===== config.mk =====
export PLATFORM = sky130hd
export DESIGN_NAME = irq_set_enable_reg
export DESIGN_NICKNAME = d
export VERILOG_FILES = /design/src/rtl/irq_sen_pkg.sv /design/src/rtl/irq_sen_access_mask.sv /design/src/rtl/irq_sen_enable_bits.sv /design/src/rtl/irq_set_enable_reg.sv
export SDC_FILE = /design/constraint.sdc
export NUM_CORES = 1
export LEC_CHECK = 0
export BUFFER_PORTS_ARGS = -buffer_cell sky130_fd_sc_hd__buf_2
export CAP_MARGIN = 40
export CORE_UTILIZATION = 35
export CTS_BUF_LIST = sky130_fd_sc_hd__clkbuf_8 sky130_fd_sc_hd__clkbuf_16
export CTS_CLUSTER_DIAMETER = 50
export DETAILED_ROUTE_END_ITERATION = 12
export PLACE_DENSITY_LB_ADDON = 0.2
export SLEW_MARGIN = 20
export SYNTH_ARGS = -nofsm -noshare
export SYNTH_HDL_FRONTEND = slang
export SYNTH_SLANG_ARGS = --single-unit

===== constraint.sdc =====
create_clock -name clk -period 4.65 [get_ports clk]
set_clock_uncertainty 0.05 [all_clocks]
set_input_delay 1.1625 -clock clk [delete_from_list [all_inputs] [get_ports clk]]
set_output_delay 1.1625 -clock clk [all_outputs]
set_load 0.1 [all_outputs]

===== src/rtl/irq_sen_pkg.sv =====
package irq_sen_pkg;

   localparam int unsigned IRQ_MAX = 32;

   typedef enum logic {
      GRP_SECURE = 1'b0,
      GRP_NONSEC = 1'b1
   } irq_group_e;

   // A bit is visible when its group is routed and the access may see that group.
   function automatic logic bit_visible(input logic routed,
                                        input logic grp_is_ns,
                                        input logic acc_secure,
                                        input logic sec_dis);
      return routed & (sec_dis | acc_secure | grp_is_ns);
   endfunction

endpackage


===== src/rtl/irq_sen_access_mask.sv =====
module irq_sen_access_mask
   import irq_sen_pkg::*;
#(
   parameter int unsigned N_IRQ = 32
) (
   input  logic [N_IRQ-1:0] grp_ns,
   input  logic             route_en_sec,
   input  logic             route_en_ns,
   input  logic             acc_secure,
   input  logic             sec_disable,
   output logic [N_IRQ-1:0] routed,
   output logic [N_IRQ-1:0] visible
);

   if (N_IRQ == 0 || N_IRQ > IRQ_MAX) begin : g_bad_width
      $error("irq_sen_access_mask: N_IRQ out of range");
   end

   for (genvar i = 0; i < N_IRQ; i++) begin : g_bit
      irq_group_e grp;
      assign grp        = irq_group_e'(grp_ns[i]);
      assign routed[i]  = (grp == GRP_NONSEC) ? route_en_ns : route_en_sec;
      assign visible[i] = bit_visible(routed[i], grp_ns[i], acc_secure, sec_disable);
   end

endmodule


===== src/rtl/irq_sen_enable_bits.sv =====
module irq_sen_enable_bits #(
   parameter int unsigned N_IRQ = 32
) (
   input  logic             clk,
   input  logic             rst_n,
   input  logic [N_IRQ-1:0] set_req,
   output logic [N_IRQ-1:0] q
);

   if (N_IRQ == 0) begin : g_bad_width
      $error("irq_sen_enable_bits: N_IRQ must be nonzero");
   end

   for (genvar i = 0; i < N_IRQ; i++) begin : g_bit
      always_ff @(posedge clk or negedge rst_n) begin
         if (!rst_n)          q[i] <= 1'b0;
         else if (set_req[i]) q[i] <= 1'b1;
      end
   end

   // Set-only storage: a bit that was set stays set until reset.
   assert_set_only_R3: assert property (@(posedge clk) disable iff (!rst_n)
      1'b1 |=> ((q & $past(q)) == $past(q)));

   // A requested bit is set one edge later.
   assert_set_lands_R2: assert property (@(posedge clk) disable iff (!rst_n)
      (set_req != '0) |=> ((q & $past(set_req)) == $past(set_req)));

endmodule


===== src/rtl/irq_set_enable_reg.sv =====
module irq_set_enable_reg #(
   parameter int unsigned N_IRQ     = 32,
   parameter int unsigned N_SGI     = 16,
   parameter int unsigned ADDR_W    = 8,
   parameter logic [ADDR_W-1:0] REG_ADDR = 8'h40
) (
   input  logic              clk,
   input  logic              rst_n,
   input  logic [ADDR_W-1:0] bus_addr,
   input  logic              bus_wr,
   input  logic [N_IRQ-1:0]  bus_wdata,
   input  logic              bus_secure,
   output logic [N_IRQ-1:0]  bus_rdata,
   input  logic              sec_disable,
   input  logic              route_en_sec,
   input  logic              route_en_ns,
   input  logic [N_IRQ-1:0]  grp_ns,
   output logic [N_IRQ-1:0]  fwd_enable
);

   localparam int unsigned N_PPI = N_IRQ - N_SGI;

   if (N_SGI >= N_IRQ || N_PPI == 0) begin : g_bad_split
      $error("irq_set_enable_reg: SGI/PPI split leaves no PPI bits");
   end
   if (ADDR_W == 0) begin : g_bad_addr
      $error("irq_set_enable_reg: ADDR_W must be nonzero");
   end

   logic             addr_hit;
   logic             wr_hit;
   logic [N_IRQ-1:0] routed;
   logic [N_IRQ-1:0] visible;
   logic [N_IRQ-1:0] set_req;
   logic [N_IRQ-1:0] stored;

   assign addr_hit = (bus_addr == REG_ADDR);
   assign wr_hit   = addr_hit & bus_wr;

   irq_sen_access_mask #(.N_IRQ(N_IRQ)) u_mask (
      .grp_ns       (grp_ns),
      .route_en_sec (route_en_sec),
      .route_en_ns  (route_en_ns),
      .acc_secure   (bus_secure),
      .sec_disable  (sec_disable),
      .routed       (routed),
      .visible      (visible)
   );

   assign set_req = wr_hit ? (bus_wdata & visible) : '0;

   irq_sen_enable_bits #(.N_IRQ(N_IRQ)) u_bits (
      .clk     (clk),
      .rst_n   (rst_n),
      .set_req (set_req),
      .q       (stored)
   );

   assign bus_rdata  = addr_hit ? (stored & visible) : '0;
   assign fwd_enable = stored & routed;

   // Bits whose group is not routed, derived straight from the ports.
   logic [N_IRQ-1:0] unrouted_chk;
   assign unrouted_chk = (grp_ns & {N_IRQ{~route_en_ns}}) | (~grp_ns & {N_IRQ{~route_en_sec}});

   assert_route_raz_R6: assert property (@(posedge clk) disable iff (!rst_n)
      1'b1 |-> ((bus_rdata & unrouted_chk) == '0));

   assert_ns_secure_raz_R7: assert property (@(posedge clk) disable iff (!rst_n)
      (!sec_disable && !bus_secure) |-> ((bus_rdata & ~grp_ns) == '0));

   assert_fwd_gated_R9: assert property (@(posedge clk) disable iff (!rst_n)
      1'b1 |-> ((fwd_enable & unrouted_chk) == '0));

   assert_miss_reads_zero_R10: assert property (@(posedge clk) disable iff (!rst_n)
      (bus_addr != REG_ADDR) |-> (bus_rdata == '0));

   assert_miss_no_change_R10: assert property (@(posedge clk) disable iff (!rst_n)
      (bus_addr != REG_ADDR) |=> $stable(stored));

   assert_ns_write_ignored_R7: assert property (@(posedge clk) disable iff (!rst_n)
      (bus_wr && !sec_disable && !bus_secure) |=>
         ((stored & ~$past(grp_ns)) == ($past(stored) & ~$past(grp_ns))));

endmodule


==> results of run 1 <==
==> worst paths after layout <==
kind / from / end / slack (ns) / cells after the start
worst max-delay path: bus_secure / bus_rdata[7] / 0.61 / 6
worst min-delay path: u_bits.q[29] / u_bits.q[29] / 0.41 / 1
worst max register to register: u_bits.q[10] / u_bits.q[10] / 3.87 / 1
min in group asynchronous: rst_n / u_bits.q[16] / 0.90 / 1
worst min register to register: u_bits.q[29] / u_bits.q[29] / 0.41 / 1
max in group asynchronous: rst_n / u_bits.q[25] / 3.17 / 1
==> cell usage after synthesis <==
master,count
nand2_1,36
clkbuf_1,6
buf_2,6
nor4_2,1
and3_1,33
buf_6,3
o21ai_2,1
o21ai_0,30
a21boi_1,6
and2_1,1
nor4b_2,1
a21boi_0,26
nor2_1,1
nand2b_1,25
buf_4,1
o21ai_1,2
dfrtp_1,32
a31o_2,2
a31o_1,30
or2b_1,7
==> routing by layer <==
metal | global-route usage, % | routed length [um] | up-vias | part of all wire [%]
li1 | - | - | 1193 | -
met1 | 25.56 | 2921 | 1099 | 46
met2 | 33.90 | 2966 | 101 | 46
met3 | 4.607 | 466 | 2 | 7.3
met4 | 4.821 | 34 | 0 | 0.53
met5 | 0 | 0 | - | 0
==> power by group through the flow <==
stage	Sequential (mW)	Combinational (mW)	Clock, mW
after global placement	0.294	0.133	0
after global routing	0.290	0.149	0.232
after floorplan	0.293	0.0759	0
final	0.289	0.134	0.212
after CTS	0.289	0.136	0.224
after detailed placement	0.294	0.135	0
==> through the flow <==
stage | cells | worst slack [ns] | hold slack, ns | power [mW]
global route | 463 | 0.4809 | 0.4256 | 0.6710
global placement | 455 | 0.6404 | 0.3943 | 0.4265
CTS | 463 | 0.5815 | 0.4126 | 0.6477
finish | 463 | 0.6053 | 0.4076 | 0.6349
detailed placement | 455 | 0.6065 | 0.3972 | 0.4288
floorplan | 250 | 0.1590 | 0.3814 | 0.3687
==> kinds of logic (layout without fill, tap and decap cells) <==
family	Yosys count	in the layout	synth area share (%)
DFF	32	32	36.87
and+or+nand+nor	105	105	27.07
buffers and inverters	16	154	4.320
AOI/OAI and AO/OA	97	97	31.74
==> layout make-up <==
class | instances | area, um2 | area share, %
repair buffers | 146 | 755.7 | 24.92
flip-flops and latches | 32 | 800.8 | 26.40
well taps | 75 | 93.84 | 3.094
clock inverters | 2 | 7.507 | 0.2475
clock buffers | 6 | 82.58 | 2.723
multi-input cells | 202 | 1292 | 42.62
==> results_dict.tcl, run 1 <==
set metrics [dict create \
    outcome "finished clean" \
    start_kind "input pin" \
    slowest_delay_ns 0.60 \
    yosysSeqAreaShare_pct 36.87 \
    synth_warnings 0 \
    rsz0062_at_grt "no" \
    grt_pass1_wl_um 10010 \
    critPathArrivalTime_ns 2.83 \
    cts_max_level 2 \
    wl_um 6388 \
    peakVddDrop_v 0.0001004 \
    cts.root.buffer_cell "clkbuf_8" \
    setup_violations 0 \
    wl_per_cell_um 13.80 \
    largest_reg_flops 32 \
    utilization_pct 50.92 \
    grt_start_max_net_pins 33 \
    grt_usage_pct 19.93 \
    cap_violations 0 \
    hp-class "reg2reg" \
    place_area_um2 2943 \
    max_freq_mhz 247.2 \
    io_pins 143 \
    syn_nets 329 \
    drt_first_iter_violations 107 \
    grt_pass1_vias 2182 \
    vias 2395 \
    synthesis.area_um2 2172 \
    n_antenna_cell 0 \
    layout_common_cells "buf_2, nand2_1, and3_1" \
    cpLargestDelayFamily "buffers and inverters" \
    routabilityCongestion 0.7138 \
    synthCells 250 \
    num_rows 28 \
    dieHeight_um 80.78 \
    p_seq_share_pct 45.5 \
    yosys_register_bits 32 \
    die_w_um 80.78 \
    viasPerCell 5.173 \
    detailed_place_hpwl_um 4424 \
    start_util_pct 36.47 \
    fp.coreArea_um2 5956 \
    crit_type "in2out" \
    required_ns 3.44 \
    ys_types 20 \
    top_regs "u_bits.q (32)" \
    relSlewSlack_pct 49.54 \
    nNetsFinal 466 \
    endpoint_kind "output pin" \
    cts_setup_buffers 0 \
    path_max_fanout 19 \
    cp_cell_sequence "buf_2, o21ai_2, buf_4, o21ai_0, and3_1, buf_2" \
    cts_hold_buf 0 \
    design_area_um2 3033 \
    cts_sinks 32 \
    cpMostUsedCell "buf_2" \
    yosys-top-cells-area "dfrtp_1, a31o_1, and3_1" \
    finalCriticalPeriod_ns 4.045 \
    period_share_pct 86.98 \
    antenna_found_initial 0 \
    largest_register "u_bits.q" \
    swShare_pct 29.01 \
    p_leak_nw 1.744 \
    hold_viol 0 \
    dr.pass1.iters 4 \
    numCtsBuffers 5 \
    setup_tns_ns 0 \
    p_per_area_nw_per_um2 209.3 \
    cp_slowest_cell "o21ai_2" \
    area_growth_syn_to_layout_pct 39.63 \
    ant_nets 0 \
    layout_commonest_cell "buf_2" \
    synth_top_area_cell "dfrtp_1" \
    cts_buffer_depth 2 \
    pwr-share-comb_pct 21.2 \
    power_frac_clock_pct 33.3 \
    nFillCells 592 \
    slew_violations 0 \
    syn_area_per_cell_um2 8.688 \
    drc_errors 0 \
    worst_pin_slew_ns 0.7568 \
    die_area_um2 6525 \
    crit_buf_inv 3 \
    p_switching_mw 0.1842 \
    ctsResizeCount 0 \
    clk_latency_ns 0.27 \
    yosys.area.top_type_share_pct 36.87 \
    drive_above_1_share_pct 41.49 \
    cts.clk_slew.worst_paths_ns 0.06 \
    port_buffers 142 \
    p_int_mw 0.4507 \
    cts_tree "yes" \
    grt_overflow_total 0 \
]
Note: power is estimated with default switching activity, not from simulation.
==> inputs of run 2 (changes only) <==
Settings changed: PLACE_DENSITY set to 0.72, PLACE_DENSITY_LB_ADDON 0.2 to not set.
Clock period 4.65 ns to 3.7 ns, I/O delays scaled along.
==> run 2 against run 1 <==
Compared with the run above:
- cell count rose by 0.65%
- critical endpoint is now bus_rdata[21]
- power rose by 29%
- sequential cell count did not move
- register-to-register slack got worse by 0.93 ns
- global-route usage rose by 1.5 points
- worst hold slack got worse by 0.030 ns
- critical path depth did not move
- cell area rose by 20%
- clock-buffer cell count did not move
==> results_dict.tcl, run 2 (same netlist as run 1, synthesis figures left out) <==
set metrics [dict create \
    outcome "finished clean" \
    slew_violations 0 \
    nNetsFinal 469 \
    hold_ws_ns 0.3776 \
    num_rows 28 \
    port_buffers 142 \
    finalCriticalPeriod_ns 3.267 \
    endpoint_kind "output pin" \
    dieHeight_um 80.78 \
    detailed_place_hpwl_um 5172 \
    ctsResizeCount 0 \
    fp.coreArea_um2 5956 \
    ant_nets 0 \
    setup_tns_ns 0 \
    crit_type "in2out" \
    grt_overflow_total 0 \
    cts_tree "yes" \
    p_total_mw 0.8199 \
    numCtsBuffers 5 \
    antenna_found_initial 0 \
    p_leak_nw 1.845 \
    area_growth_syn_to_layout_pct 67.45 \
    wl_per_cell_um 14.65 \
    cts_sinks 32 \
    cts_max_level 2 \
    viasPerCell 5.333 \
    cts_buffer_depth 2 \
    p_per_area_nw_per_um2 225.4 \
    routabilityCongestion 0.7801 \
    hp-class "in2async" \
    grt_usage_pct 21.39 \
    worst_pin_slew_ns 0.7274 \
    hold_viol 0 \
    peakVddDrop_v 0.0001653 \
    wl_um 6828 \
    start_util_pct 36.47 \
    dr.pass1.iters 4 \
    max_freq_mhz 306.0 \
    cap_violations 0 \
    layout_common_cells "buf_2, nand2_1, buf_12" \
    cts_setup_buffers 0 \
    cts.root.buffer_cell "clkbuf_8" \
    rsz0062_at_grt "no" \
    drive_above_1_share_pct 48.85 \
    relSlewSlack_pct 51.51 \
    largest_register "u_bits.q" \
    start_kind "input pin" \
    die_w_um 80.78 \
    ff2ff_setup_slack_ns 2.94 \
    io_pins 143 \
    cts_hold_buf 0 \
    largest_reg_flops 32 \
    grt_start_max_net_pins 33 \
    n_antenna_cell 0 \
    grt_pass1_wl_um 10760 \
    required_ns 2.72 \
    grt_pass1_vias 2361 \
    clk_latency_ns 0.28 \
    vias 2485 \
    drt_first_iter_violations 51 \
    cts.clk_slew.worst_paths_ns 0.07 \
    critPathArrivalTime_ns 2.29 \
    top_regs "u_bits.q (32)" \
    setup_violations 0 \
    nFillCells 515 \
    drc_errors 0 \
    path_max_fanout 23 \
    die_area_um2 6525 \
    layout_commonest_cell "buf_2" \
    period_share_pct 88.31 \
]
==> run 2: report_power, final <==
group,leakage [nW],switching (mW),internal (mW)
Combinational,1.35,0.114,0.0680
Clock,0.0538,0.129,0.146
Sequential,0.445,0.00501,0.358
Total,1.84,0.248,0.572
==> run 2: final cells by class <==
| cell class | count | area [um2] | share of cell area (%) |
|---|---|---|---|
| Clock buffer | 6 | 82.58 | 2.270 |
| Clock inverter | 2 | 7.507 | 0.2064 |
| Multi-Input combinational cell | 202 | 1396 | 38.39 |
| Sequential cell | 32 | 800.8 | 22.02 |
| Tap cell | 75 | 93.84 | 2.580 |
| Timing Repair Buffer | 149 | 1256 | 34.54 |
==> run 2: layer usage <==
layer  vias up  track usage (%)  wire [um]
met2        91            38.22       3576
li1       1192                -          -
met4         0            5.714         42
met5         -                0          0
met1      1198            24.93       2717
met3         4            6.180        492
==> run 2: stage by stage <==
stage	instances	setup slack (ns)	utilization, %	area [um2]
after global placement	457	0.4896	59.22	3527
final	466	0.4325	61.07	3637
after detailed placement	457	0.4321	59.22	3527
after floorplan	250	-0.3160	-	2291
after CTS	465	0.4241	60.74	3617
after global routing	466	0.2866	61.07	3637
==> run 2: final timing paths <==
| path | endpoint | cells past startpoint | from |
|---|---|---|---|
| max | bus_rdata[21] | 6 | route_en_sec |
| min in group clk | u_bits.q[31] | 1 | u_bits.q[31] |
| min reg2reg | u_bits.q[31] | 1 | u_bits.q[31] |
| max reg2reg | u_bits.q[5] | 1 | u_bits.q[5] |
| min | u_bits.q[29] | 1 | rst_n |
| max in group asynchronous | u_bits.q[15] | 2 | rst_n |
==> run 2: critical path, stage by stage <==
cell and delay [ns]:
buf_2 0.35, o21ai_2 0.11, buf_4 0.21, o21ai_0 0.25, and3_1 0.25, buf_12 0.18
==> inputs of run 3 (changes only) <==
Settings changed: CTS_CLUSTER_SIZE set to 40, PLACE_DENSITY 0.72 to 0.67, SYNTH_HIERARCHICAL set to 1.
==> run 3 against run 2 <==
Compared with the run above:
- fmax decreased by 4.2%
- die area increased by 30%
- routed wire length increased by 22%
- critical path type unchanged
==> results_dict.tcl, run 3 <==
set metrics [dict create \
    outcome "finished clean" \
    vias 2996 \
    clk_latency_ns 0.27 \
    p_total_mw 0.8459 \
    die_area_um2 8512 \
    nFillCells 721 \
    synthesis.area_um2 2851 \
    hold_viol 0 \
    detailed_place_hpwl_um 5839 \
    yosys-top-cells-area "dfrtp_1, nor3_2, o21ai_0" \
    layout_common_cells "buf_2, nand2_1, o21ai_0" \
    top_regs "u_bits/q (32)" \
    peakVddDrop_v 0.0001050 \
    p_seq_share_pct 42.9 \
    io_pins 143 \
    port_buffers 142 \
    viasPerCell 5.148 \
    layout_commonest_cell "buf_2" \
    swShare_pct 32.26 \
    numCtsBuffers 5 \
    dr.pass1.iters 5 \
    cts_max_level 2 \
    rsz0062_at_grt "no" \
    cts_sinks 32 \
    cts_buffer_depth 2 \
    grt_overflow_total 0 \
    synthCells 350 \
    drive_above_1_share_pct 45.83 \
    critPathArrivalTime_ns 2.44 \
    grt_usage_pct 19.95 \
    period_share_pct 92.17 \
    utilization_pct 52.92 \
    num_rows 32 \
    start_kind "input pin" \
    dp_slack_ns 0.2847 \
    p_switching_mw 0.2729 \
    start_util_pct 36.52 \
    routabilityCongestion 0.7365 \
    die_w_um 92.26 \
    synth_ff_type "dfrtp_1" \
    path_max_fanout 28 \
    finalCriticalPeriod_ns 3.410 \
    yosys.area.top_type_share_pct 28.08 \
    p_leak_nw 1.852 \
    largest_reg_flops 32 \
    cpLargestDelayFamily "simple AND/OR/NAND/NOR gates" \
    setup_violations 0 \
    synth_top_area_cell "dfrtp_1" \
    p_int_mw 0.5730 \
    cap_violations 0 \
    pwr-share-comb_pct 24.5 \
    drc_errors 0 \
    hp-class "reg2reg" \
    largest_register "u_bits/q" \
    worst_pin_slew_ns 0.8267 \
    yosys_register_bits 32 \
    dieHeight_um 92.26 \
    endpoint_kind "output pin" \
    nNetsFinal 558 \
    power_frac_clock_pct 32.5 \
    slowest_delay_ns 0.55 \
    place_area_um2 4019 \
    ctsResizeCount 0 \
    cts.clk_slew.worst_paths_ns 0.07 \
    cp_slowest_cell "or4b_4" \
    relSlewSlack_pct 44.68 \
    antenna_found_initial 0 \
    wl_um 8305 \
    setup_slack_ns 0.2895 \
    drt_first_iter_violations 99 \
    synth_common_cells "nand2_1, o21ai_0, nor3_2" \
    slew_violations 0 \
    syn_nets 429 \
    instances_no_fill 582 \
    syn_area_per_cell_um2 8.147 \
    ant_nets 0 \
    cts_hold_buf 0 \
    fp.coreArea_um2 7807 \
    required_ns 2.72 \
    grt_start_max_net_pins 65 \
    crit_type "in2out" \
    cts.root.buffer_cell "clkbuf_8" \
    ys_types 19 \
    synth_warnings 6 \
    synth_edf_count 0 \
    placed_cells 573 \
    area_growth_syn_to_layout_pct 44.89 \
    cp_cell_sequence "buf_2, or4b_4, buf_4, nor3_2, buf_12" \
    cts_tree "yes" \
    yosysSeqAreaShare_pct 28.08 \
    wl_per_cell_um 14.27 \
    yosysMostFrequentCell "nand2_1" \
    crit_buf_inv 3 \
    n_antenna_cell 0 \
    async_reset_ff_share_pct 100.0 \
    max_freq_mhz 293.2 \
    p_per_area_nw_per_um2 204.7 \
    design_area_um2 4131 \
    grt_pass1_wl_um 13770 \
    grt_pass1_vias 2924 \
    cts_setup_buffers 0 \
]
## run 3: cell types whose count changed after synthesis, sizes merged, moves of 25 or more
cell	delta
nand2	+28
and3	-33
a21boi	-32
nand3	+32
nor3	+64
a31o	-32
and2	+31
or2	+32
nand2b	-25
o21ai	+32
## run 3: area by class of cell
cell class / count / area (um2) / area share (%)
Multi-Input combinational cell: 291 / 1826 / 44.19
Timing Repair Buffer: 148 / 1281 / 31.01
Sequential cell: 32 / 800.8 / 19.38
Tap cell: 102 / 127.6 / 3.089
Clock buffer: 6 / 82.58 / 1.999
Clock inverter: 2 / 10.01 / 0.2423
Inverter: 1 / 3.754 / 0.09085
## run 3: power groups by stage
stage,clock network (mW),logic [mW],registers (mW)
2_1_floorplan,0,0.130,0.368
3_3_place_gp,0,0.195,0.369
3_5_place_dp,0,0.204,0.370
4_1_cts,0.289,0.205,0.363
5_1_grt,0.304,0.228,0.364
6_report,0.275,0.207,0.363
## run 3: final timing paths
kind,startpoint,endpoint,slack [ns],depth (start not counted)
setup / recovery,bus_addr[5],bus_rdata[9],0.29,5
setup reg to reg,u_bits/q[25],u_bits/q[25],2.89,1
max in group asynchronous,rst_n,u_bits/q[19],2.87,2
hold / removal,u_bits/q[28],u_bits/q[28],0.43,1
min in group asynchronous,rst_n,u_bits/q[31],0.54,2
hold reg to reg,u_bits/q[28],u_bits/q[28],0.43,1
## run 3: logic make-up after synthesis
logic type,synth area share [%]
AND/OR/NAND/NOR,51.12
flip-flops,28.08
buffers and inverters,9.258
AO/OA/AOI/OAI,11.54
## run 3: stage by stage
stage,setup TNS [ns],hold slack [ns]
finish,0,0.4328
CTS,0,0.4352
global route,0,0.4507
detailed placement,0,0.4208
floorplan,-7.860,0.3980
global placement,0,0.4158
## run 3: metal layers
| layer | vias to the layer above | global-route usage [%] | wire length, um |
|---|---|---|---|
| met5 | - | 0 | 0 |
| met4 | 0 | 4.688 | 55 |
| met3 | 4 | 4.478 | 557 |
| met2 | 112 | 33.96 | 4051 |
| met1 | 1423 | 25.59 | 3641 |
| li1 | 1457 | - | - |
